===== src/rtl/pgc_pkg.sv =====
package pgc_pkg;
  typedef enum logic [1:0] {
    MD_PASS  = 2'b00,
    MD_CMP   = 2'b01,
    MD_TMR   = 2'b10,
    MD_PASS2 = 2'b11
  } mode_e;

  function automatic logic gate_pick(input logic [1:0] sel, input logic [1:0] src);
    case (sel)
      2'b01:   gate_pick = src[0];
      2'b10:   gate_pick = src[1];
      2'b11:   gate_pick = src[0] | src[1];
      default: gate_pick = 1'b0;
    endcase
  endfunction
endpackage


===== src/rtl/pgc_flag_timer.sv =====
module pgc_flag_timer #(
  parameter int TMR_W = 16
) (
  input  logic             clk,
  input  logic             rst,
  input  logic             en,
  input  logic [1:0]       cmp,
  input  logic [TMR_W-1:0] reload,
  output logic [1:0]       flag_n
);
  localparam logic [TMR_W-1:0] ONE = TMR_W'(1);

  logic [1:0]       cmp_q;
  logic [1:0]       flag_q;
  logic [1:0]       rise;
  logic [TMR_W-1:0] cnt_q, cnt_n;

  assign rise = cmp & ~cmp_q;

  always_comb begin
    flag_n = flag_q;
    cnt_n  = cnt_q;
    if (!en) begin
      flag_n = 2'b00;
      cnt_n  = '0;
    end else if (|rise) begin
      flag_n = flag_q | rise;
      cnt_n  = reload;
    end else if (|flag_q) begin
      if (cnt_q <= ONE) begin
        flag_n = 2'b00;
        cnt_n  = '0;
      end else begin
        cnt_n = cnt_q - ONE;
      end
    end
  end

  always_ff @(posedge clk) begin
    cmp_q <= cmp;
    if (rst) begin
      flag_q <= 2'b00;
      cnt_q  <= '0;
    end else begin
      flag_q <= flag_n;
      cnt_q  <= cnt_n;
    end
  end
endmodule


===== src/rtl/pgc_out_mux.sv =====
module pgc_out_mux
  import pgc_pkg::*;
#(
  parameter int NCH = 2
) (
  input  mode_e          mode,
  input  logic [1:0]     gate_sel,
  input  logic [NCH-1:0] out_sel,
  input  logic [NCH-1:0] cmp,
  input  logic [NCH-1:0] flag,
  input  logic           pulse,
  output logic           gate,
  output logic [NCH-1:0] outs
);
  always_comb begin
    case (mode)
      MD_CMP:  gate = gate_pick(gate_sel, cmp[1:0]);
      MD_TMR:  gate = gate_pick(gate_sel, flag[1:0]);
      default: gate = 1'b0;
    endcase
  end

  for (genvar k = 0; k < NCH; k++) begin : g_ch
    always_comb begin
      case (mode)
        MD_CMP:  outs[k] = out_sel[k] ? (cmp[k] & pulse) : cmp[k];
        MD_TMR:  outs[k] = out_sel[k] ? (flag[k] & pulse) : flag[k];
        default: outs[k] = out_sel[k] ? pulse : cmp[k];
      endcase
    end
  end
endmodule


===== src/rtl/pwm_gate_combiner.sv =====
module pwm_gate_combiner
  import pgc_pkg::*;
#(
  parameter int TMR_W = 16
) (
  input  logic             clk,
  input  logic             rst,
  input  logic [1:0]       mode,
  input  logic [1:0]       gate_sel,
  input  logic [1:0]       out_sel,
  input  logic [TMR_W-1:0] reload,
  input  logic             cmp0,
  input  logic             cmp1,
  input  logic             pulse_in,
  output logic             gate_o,
  output logic             out0_o,
  output logic             out1_o
);
  localparam int NCH = 2;

  mode_e          mode_e_w;
  logic [NCH-1:0] cmp_w, flag_w, outs_w;
  logic           gate_w;

  assign mode_e_w = mode_e'(mode);
  assign cmp_w    = {cmp1, cmp0};

  pgc_flag_timer #(.TMR_W(TMR_W)) u_tmr (
    .clk    (clk),
    .rst    (rst),
    .en     (mode_e_w == MD_TMR),
    .cmp    (cmp_w),
    .reload (reload),
    .flag_n (flag_w)
  );

  pgc_out_mux #(.NCH(NCH)) u_mux (
    .mode     (mode_e_w),
    .gate_sel (gate_sel),
    .out_sel  (out_sel),
    .cmp      (cmp_w),
    .flag     (flag_w),
    .pulse    (pulse_in),
    .gate     (gate_w),
    .outs     (outs_w)
  );

  always_ff @(posedge clk) begin
    if (rst) begin
      gate_o <= 1'b0;
      out0_o <= 1'b0;
      out1_o <= 1'b0;
    end else begin
      gate_o <= gate_w;
      out0_o <= outs_w[0];
      out1_o <= outs_w[1];
    end
  end
endmodule


===== config.mk =====
export PLATFORM = sky130hd
export DESIGN_NAME = pwm_gate_combiner
export DESIGN_NICKNAME = d
export VERILOG_FILES = /design/src/rtl/pgc_pkg.sv /design/src/rtl/pgc_flag_timer.sv /design/src/rtl/pgc_out_mux.sv /design/src/rtl/pwm_gate_combiner.sv
export SDC_FILE = /design/constraint.sdc
export NUM_CORES = 1
export LEC_CHECK = 0
export BUFFER_PORTS_ARGS = -buffer_cell sky130_fd_sc_hd__buf_2
export CORE_MARGIN = 5
export CORE_UTILIZATION = 48
export DETAILED_ROUTE_END_ITERATION = 8
export HOLD_SLACK_MARGIN = 0.15
export PLACE_DENSITY = 0.75
export SETUP_SLACK_MARGIN = 0.5
export SYNTH_ARGS = -nofsm -noshare
export SYNTH_HDL_FRONTEND = slang
export SYNTH_SLANG_ARGS = --single-unit

===== constraint.sdc =====
create_clock -name clk -period 1.97 [get_ports clk]
set_input_delay 0.394 -clock clk [delete_from_list [all_inputs] [get_ports clk]]
set_output_delay 0.394 -clock clk [all_outputs]
set_load 0.005 [all_outputs]

==> results of run 1 <==
[synthesized netlist by cell type, types with 2 or more instances]
library cell and n:
a32oi_1 2, nand2_1 9, a21oi_1 4, inv_1 8, buf_1 2, a221oi_1 2, ha_1 4, nor4_1 3
nor3_1 5, o21ai_0 14, nor3b_1 3, nor2_1 14, a21o_1 2, a2111oi_0 3, a32o_1 9, dfxtp_1 23
clkbuf_1 4, nor2b_1 2, a22oi_1 6, nand2b_1 2, nand3_1 4, or4_1 4, o21ai_1 3, a22o_1 2
a211oi_1 3, or2_2 4, a31oi_1 6
[critical path: stages, from the launching register on]
cell and delay, ns:
dfxtp_2 0.34, or4_4 0.56, buf_6 0.14, or4_4 0.43, or4_1 0.41, a31oi_1 0.13
[worst paths after layout]
check | start | to | slack, ns | cells after the start
worst max-delay path | u_tmr.cnt_q[9]$_SDFFE_PP0P_ | u_tmr.cnt_q[12]$_SDFFE_PP0P_ | -0.09 | 5
worst min register to register | u_tmr.cnt_q[15]$_SDFFE_PP0P_ | u_tmr.cnt_q[15]$_SDFFE_PP0P_ | 0.51 | 2
worst max register to register | u_tmr.cnt_q[9]$_SDFFE_PP0P_ | u_tmr.cnt_q[12]$_SDFFE_PP0P_ | -0.09 | 5
worst min-delay path | out_sel[0] | out0_o$_SDFF_PP0_ | 0.27 | 2
[final cells by class]
class | count | share of cell area
tap | 31 | 0.0189
sequential | 23 | 0.228
multi-input combinational | 127 | 0.495
inverter | 8 | 0.0146
clock buffer | 4 | 0.0128
timing repair buffer | 68 | 0.231
[cells in the final DEF, fill, tap and decap left out, drive strengths merged, types with 5 or more instances in the layout]
cell	n
buf	68
dfxtp	23
o21ai	17
nor2	14
nand2	9
a32o	9
inv	8
a22oi	6
a31oi	6
or4	6
nor3	5
a21oi	5
[through the flow]
| stage | hold slack, ns | instance area, sq um |
|---|---|---|
| global placement | 0.457 | 1820 |
| floorplan | 0.422 | 1430 |
| CTS | 0.278 | 1940 |
| detailed placement | 0.460 | 1820 |
| finish | 0.269 | 2050 |
| global route | 0.260 | 2050 |
[sequential cells by signal, indices dropped and copies added (netlist names)]
signal	flops
u_tmr.cmp_q	2
u_tmr.flag_q	2
out0_o	1
gate_o	1
out1_o	1
u_tmr.cnt_q	16
[per-layer routing]
metal	GRT usage	vias up	routed length (um)
li1	-	779	-
met1	0.290	820	1970
met2	0.373	63	2340
met3	0.0266	5	277
met4	0.0545	0	54
met5	0	-	0
[power breakdown]
part	switching (mW)	leakage [nW]	internal (mW)	total, mW
logic	0.267	0.665	0.274	0.542
registers	0.0129	0.189	0.480	0.493
clock network	0.155	0.0150	0.0796	0.235
total	0.436	0.869	0.834	1.27
[logic make-up after synthesis]
logic type | count (synthesis) | synth area share
adders and majority gates | 4 | 0.0364
DFF | 23 | 0.335
buffers and inverters | 16 | 0.0474
and+or+nand+nor | 58 | 0.238
AOI/OAI and AO/OA | 65 | 0.343
[timing repair]
item                                    in CTS  in global routing
cloned                                       0                  0
setup buffers                                3                  3
endpoints found under the setup margin      21                 21
pin swaps                                    5                  9
resized for setup                           23                 21
==> summary.md, run 1 <==
| Metric | Value |
|---|---|
| Diode count | `0` |
| Pleak | `0.869 nW` |
| Final Non-Filler Cells | `261` |
| Total GRT Usage | `0.219` |
| Dpl ws | `-0.139 ns` |
| Max-cap violations | `0` |
| RSZ-0062 raised after global routing | `true` |
| Worst path required time | `2.24 ns` |
| Antenna Nets Post-Route | `0` |
| Worst setup margin | `-0.0919 ns` |
| Total core area | `2760 sq um` |
| # hold bufs at CTS | `0` |
| Die Ht | `63.5 um` |
| Worst-Margin Slew | `0.623 ns` |
| CTS tree | `yes` |
| Syn avg cell area | `8.28 sq um` |
| Num CTS Buffers | `3` |
| WP data arrival | `2.33 ns` |
| Final setup vio count | `2` |
| Area growth syn-to-layout | `49.3%` |
| Antenna violations before repair | `0` |
| Status | `finished, violations left` |
| FF+latch count, synth | `23` |
| Final setup TNS | `-0.138 ns` |
| Slew Limit Fails | `0` |
| Critical path class | `reg2reg` |
| Synth Instances | `166` |
| Drt via density | `6.39` |
| Max Fclk | `485 MHz` |
| Total Power | `1.27 mW` |
| Worst Setup Start Kind | `flip-flop` |
| Multi-input gate area | `1010 sq um` |
| Gpl congestion | `0.895` |
| I/O pin count | `30` |
| Post-Syn Area | `1370 sq um` |
| Ys flop type | `dfxtp_1` |
| Syn_nets | `197` |
| Final WL | `4.64 mm` |
| H-tree levels | `1` |
| Die width | `63.5 um` |
| Top cells by area, synth | `dfxtp_1 (34%), a32o_1 (6.6%), o21ai_0 (5.1%), nor2_1 (3.8%), ha_1 (3.6%)` |
| Worst VDD drop | `0.516 mV` |
| Initial core utilization | `0.498` |
| Drc violations | `0` |
| Crit Path Max Fanout | `4` |
| Largest net degree at the start of global routing | `20` |
| Ys Warns | `0` |
| GR Overflow Total | `0` |
| Port Buf Inserts | `29` |
| Final Hold Violating Endpoints | `0` |
| Fraction of layout cells with a size suffix above 1 | `0.483` |
| Clock Latency Late Sink | `0.33 ns` |
| Placed Instances | `251` |
| Site Rows | `19` |
| FF/Latch Area | `468 sq um` |
| Crit path time final | `2.06 ns` |
| Initial DRC count | `92` |
| Vias in the first global route | `1,605` |
| Die area | `4030 sq um` |
| Post-synth ARST share | `0` |
| WL per Instance | `17.8 um` |
| Final Cycle Share | `1.05` |
| Post-synth top area cell | `dfxtp_1` |
| Worst setup EP type | `flip-flop` |
| Yosys top cell area share | `0.335` |
| DR vias | `1,667` |
| Root buffer cell | `clkbuf_4` |
| Clk buf depth | `2` |
| Failing checks | `setup timing` |
| # fillers | `211` |
| First-pass GRT wire length | `7.29 mm` |
| Post-synth cell types | `46` |
| Pwr/cell area | `619 nW/um^2` |
| Clock Skew | `0.00172 ns` |
| Clk slew on worst S/H paths | `0.13 ns` |
| Total iterations of the first detailed-routing run | `4` |
| HPWL Detailed | `3.15 mm` |
| Hold Path Class | `in2reg` |
| Final #Nets | `262` |
| Slew margin rel. | `0.583` |
| EDFF count, synth | `0` |
| CTS Sinks | `23` |
| Register area share after synthesis | `0.335` |
| Fin util | `0.744` |
No activity file was read; power rests on OpenSTA's default activity.
==> run 2, diff against run 1 <==
- CORE_ASPECT_RATIO: default -> 1.1
- CORE_UTILIZATION: 48 -> 57
- PLACE_DENSITY: 0.75 -> 0.83
- clock period: 1.97 -> 2.4 ns (I/O delays scaled with it)
==> run 2 against run 1 <==
  * Critical endpoint unchanged
  * Via count up 6.2%
  * Global-route usage up 5.2 points
  * The flow now finishes without violations
  * Final cell count down 5.0%
  * Clock power down 20%
  * Register-to-register slack better by 0.37 ns
  * Utilization up 11 points
==> summary.md, run 2 (synthesized netlist as in run 1, its figures left out) <==
| Metric | Value |
|---|---|
| Die Ht | `61.5 um (-3.2%)` |
| Max Fclk | `472 MHz (-2.7%)` |
| Final hold slack | `0.288 ns (+0.0192 ns)` |
| Final Hold Violating Endpoints | `0 (unchanged)` |
| Cell family with most CP delay | `simple AND/OR/NAND/NOR gates` |
| DP Area | `1590 sq um (-12%)` |
| Final Cycle Share | `0.883 (-0.164)` |
| I/O pin count | `30 (unchanged)` |
| Worst stage delay on the critical path | `0.52 ns (-0.04 ns)` |
| Crit Path Max Fanout | `5 (+1)` |
| Hold Path Class | `in2reg` |
| Total iterations of the first detailed-routing run | `7 (+3)` |
| Fraction of layout cells with a size suffix above 1 | `0.459 (-0.0239)` |
| CTS Sinks | `23 (unchanged)` |
| WL per Instance | `21.8 um (+22%)` |
| WP data arrival | `2.37 ns (+0.04 ns)` |
| Gpl congestion | `0.926 (+3.5%)` |
| Die width | `56.8 um (-11%)` |
| Root buffer cell | `clkbuf_4` |
| CTS tree | `yes` |
| CP cell instances | `inv_4, ha_4, nor3b_4, nand2b_1, or4_4, or4_1, a31oi_1` |
| Final setup TNS | `0 ns (+0.138 ns)` |
| Clk slew on worst S/H paths | `0.14 ns (about the same)` |
| Antenna Nets Post-Route | `0 (unchanged)` |
| Critical path class | `reg2reg` |
| # hold bufs at CTS | `0 (unchanged)` |
| Worst VDD drop | `0.602 mV (+16%)` |
| Final WL | `5.40 mm (+16%)` |
| Final setup vio count | `0 (-2)` |
| Critical Path Slowest Stage Cell | `or4_4` |
| Clk buf depth | `2 (unchanged)` |
| Diode count | `0 (unchanged)` |
| Clock Skew | `0.0106 ns (+0.00893 ns)` |
| Initial DRC count | `158 (+72%)` |
| Worst path required time | `2.65 ns (+0.41 ns)` |
| Slew Limit Fails | `0 (unchanged)` |
| Top flop regs | `u_tmr.cnt_q x16, u_tmr.cmp_q x2, u_tmr.flag_q x2` |
| Antenna violations before repair | `0 (unchanged)` |
| HPWL Detailed | `2.87 mm (-8.7%)` |
| First-pass GRT wire length | `7.32 mm (+0.37%)` |
| Most frequent cells in the layout | `buf_2 (30), buf_4 (22), dfxtp_1 (16), nor2_1 (14), o21ai_0 (10)` |
| Die area | `3490 sq um (-13%)` |
| Site Rows | `18 (-1)` |
| Vias in the first global route | `1,601 (-0.25%)` |
| Drt via density | `7.14 (+12%)` |
| Largest net degree at the start of global routing | `21 (+5.0%)` |
| Area growth syn-to-layout | `41.3%` |
| Crit path time final | `2.12 ns (+0.0568 ns)` |
| RSZ-0062 raised after global routing | `true` |
| Pleak | `0.784 nW (-9.8%)` |
| GR Overflow Total | `0 (unchanged)` |
| Clock Latency Late Sink | `0.33 ns (about the same)` |
| Register bank with the most flops | `u_tmr.cnt_q` |
| Multi-input gate area | `1020 sq um (+0.12%)` |
| Slew margin rel. | `0.594 (+0.0106)` |
| Worst Setup Start Kind | `flip-flop` |
| Fin area | `1940 sq um (-5.3%)` |
| Total core area | `2270 sq um (-18%)` |
| Initial core utilization | `0.604 (+0.106)` |
| Status | `completed` |
| Port Buf Inserts | `29 (unchanged)` |
| # fillers | `136 (-36%)` |
| H-tree levels | `1 (unchanged)` |
| DR vias | `1,770 (+6.2%)` |
| Pwr/cell area | `527 nW/um^2 (-15%)` |
| Largest register FFs | `16 (unchanged)` |
| Most common cell after layout, fill and taps aside | `buf_2` |
| Worst setup EP type | `flip-flop` |
| Drc violations | `0 (unchanged)` |
| Total GRT Usage | `0.271 (+0.0525)` |
| Num CTS Buffers | `3 (unchanged)` |
| FF/Latch Area | `477 sq um (+1.9%)` |
| Buffers & Inverters on Critical Path | `1 (unchanged)` |
| Worst-Margin Slew | `0.604 ns (-0.0192 ns)` |
| Final #Nets | `250 (-4.6%)` |
| Max-cap violations | `0 (unchanged)` |
[run 2: per-layer routing]
metal	wire length, um	track usage
met5	0	0
met3	572	0.0566
met4	319	0.126
met2	2570	0.507
met1	1930	0.300
[run 2: worst reg2reg max path: cells and delay by family, from the launching register on]
kind,cells,cell delay (ns)
simple gates,4,1.28
flops,1,0.39
compound gates,1,0.16
fa+ha+maj,1,0.15
buf+inv,1,0.08
[run 2: repair_timing]
item / CTS / global route
pin swaps: 4 / 20
setup buffers: 9 / 12
gates cloned: 1 / 0
resized for setup: 21 / 22
setup endpoints to repair: 20 / 14
[run 2: path summary, 6_finish.rpt]
kind / start / endpoint / slack (ns) / cells after the start
worst max-delay path: u_tmr.cnt_q[0]$_SDFFE_PP0P_ / u_tmr.cnt_q[12]$_SDFFE_PP0P_ / 0.28 / 7
worst max register to register: u_tmr.cnt_q[0]$_SDFFE_PP0P_ / u_tmr.cnt_q[12]$_SDFFE_PP0P_ / 0.28 / 7
worst min-delay path: cmp1 / u_tmr.cmp_q[1]$_DFF_P_ / 0.29 / 1
worst min register to register: u_tmr.cnt_q[15]$_SDFFE_PP0P_ / u_tmr.cnt_q[15]$_SDFFE_PP0P_ / 0.49 / 2
[run 2: final cells by class]
class                           count  area share
Multi-Input combinational cell    128       0.523
Sequential cell                    23       0.245
Timing Repair Buffer               55       0.180
Tap cell                           30      0.0193
Inverter                            8      0.0180
Clock buffer                        3      0.0116
Clock inverter                      1     0.00258
[run 2: power breakdown]
group          internal, mW  switching [mW]  total (mW)  leakage, nW
combinational         0.196           0.230       0.426        0.574
sequential            0.393          0.0148       0.407        0.191
clock                0.0627           0.127       0.189       0.0177
[run 2: per-stage QoR]
stage / utilization / setup WS, ns / cells / power, mW
after floorplan: - / 0.345 / 166 / 0.614
after global placement: 0.700 / 0.255 / 222 / 0.675
after detailed placement: 0.700 / 0.173 / 222 / 0.684
after CTS: 0.778 / 0.382 / 236 / 0.919
after global routing: 0.854 / 0.245 / 248 / 1.07
final: 0.854 / 0.281 / 248 / 1.02
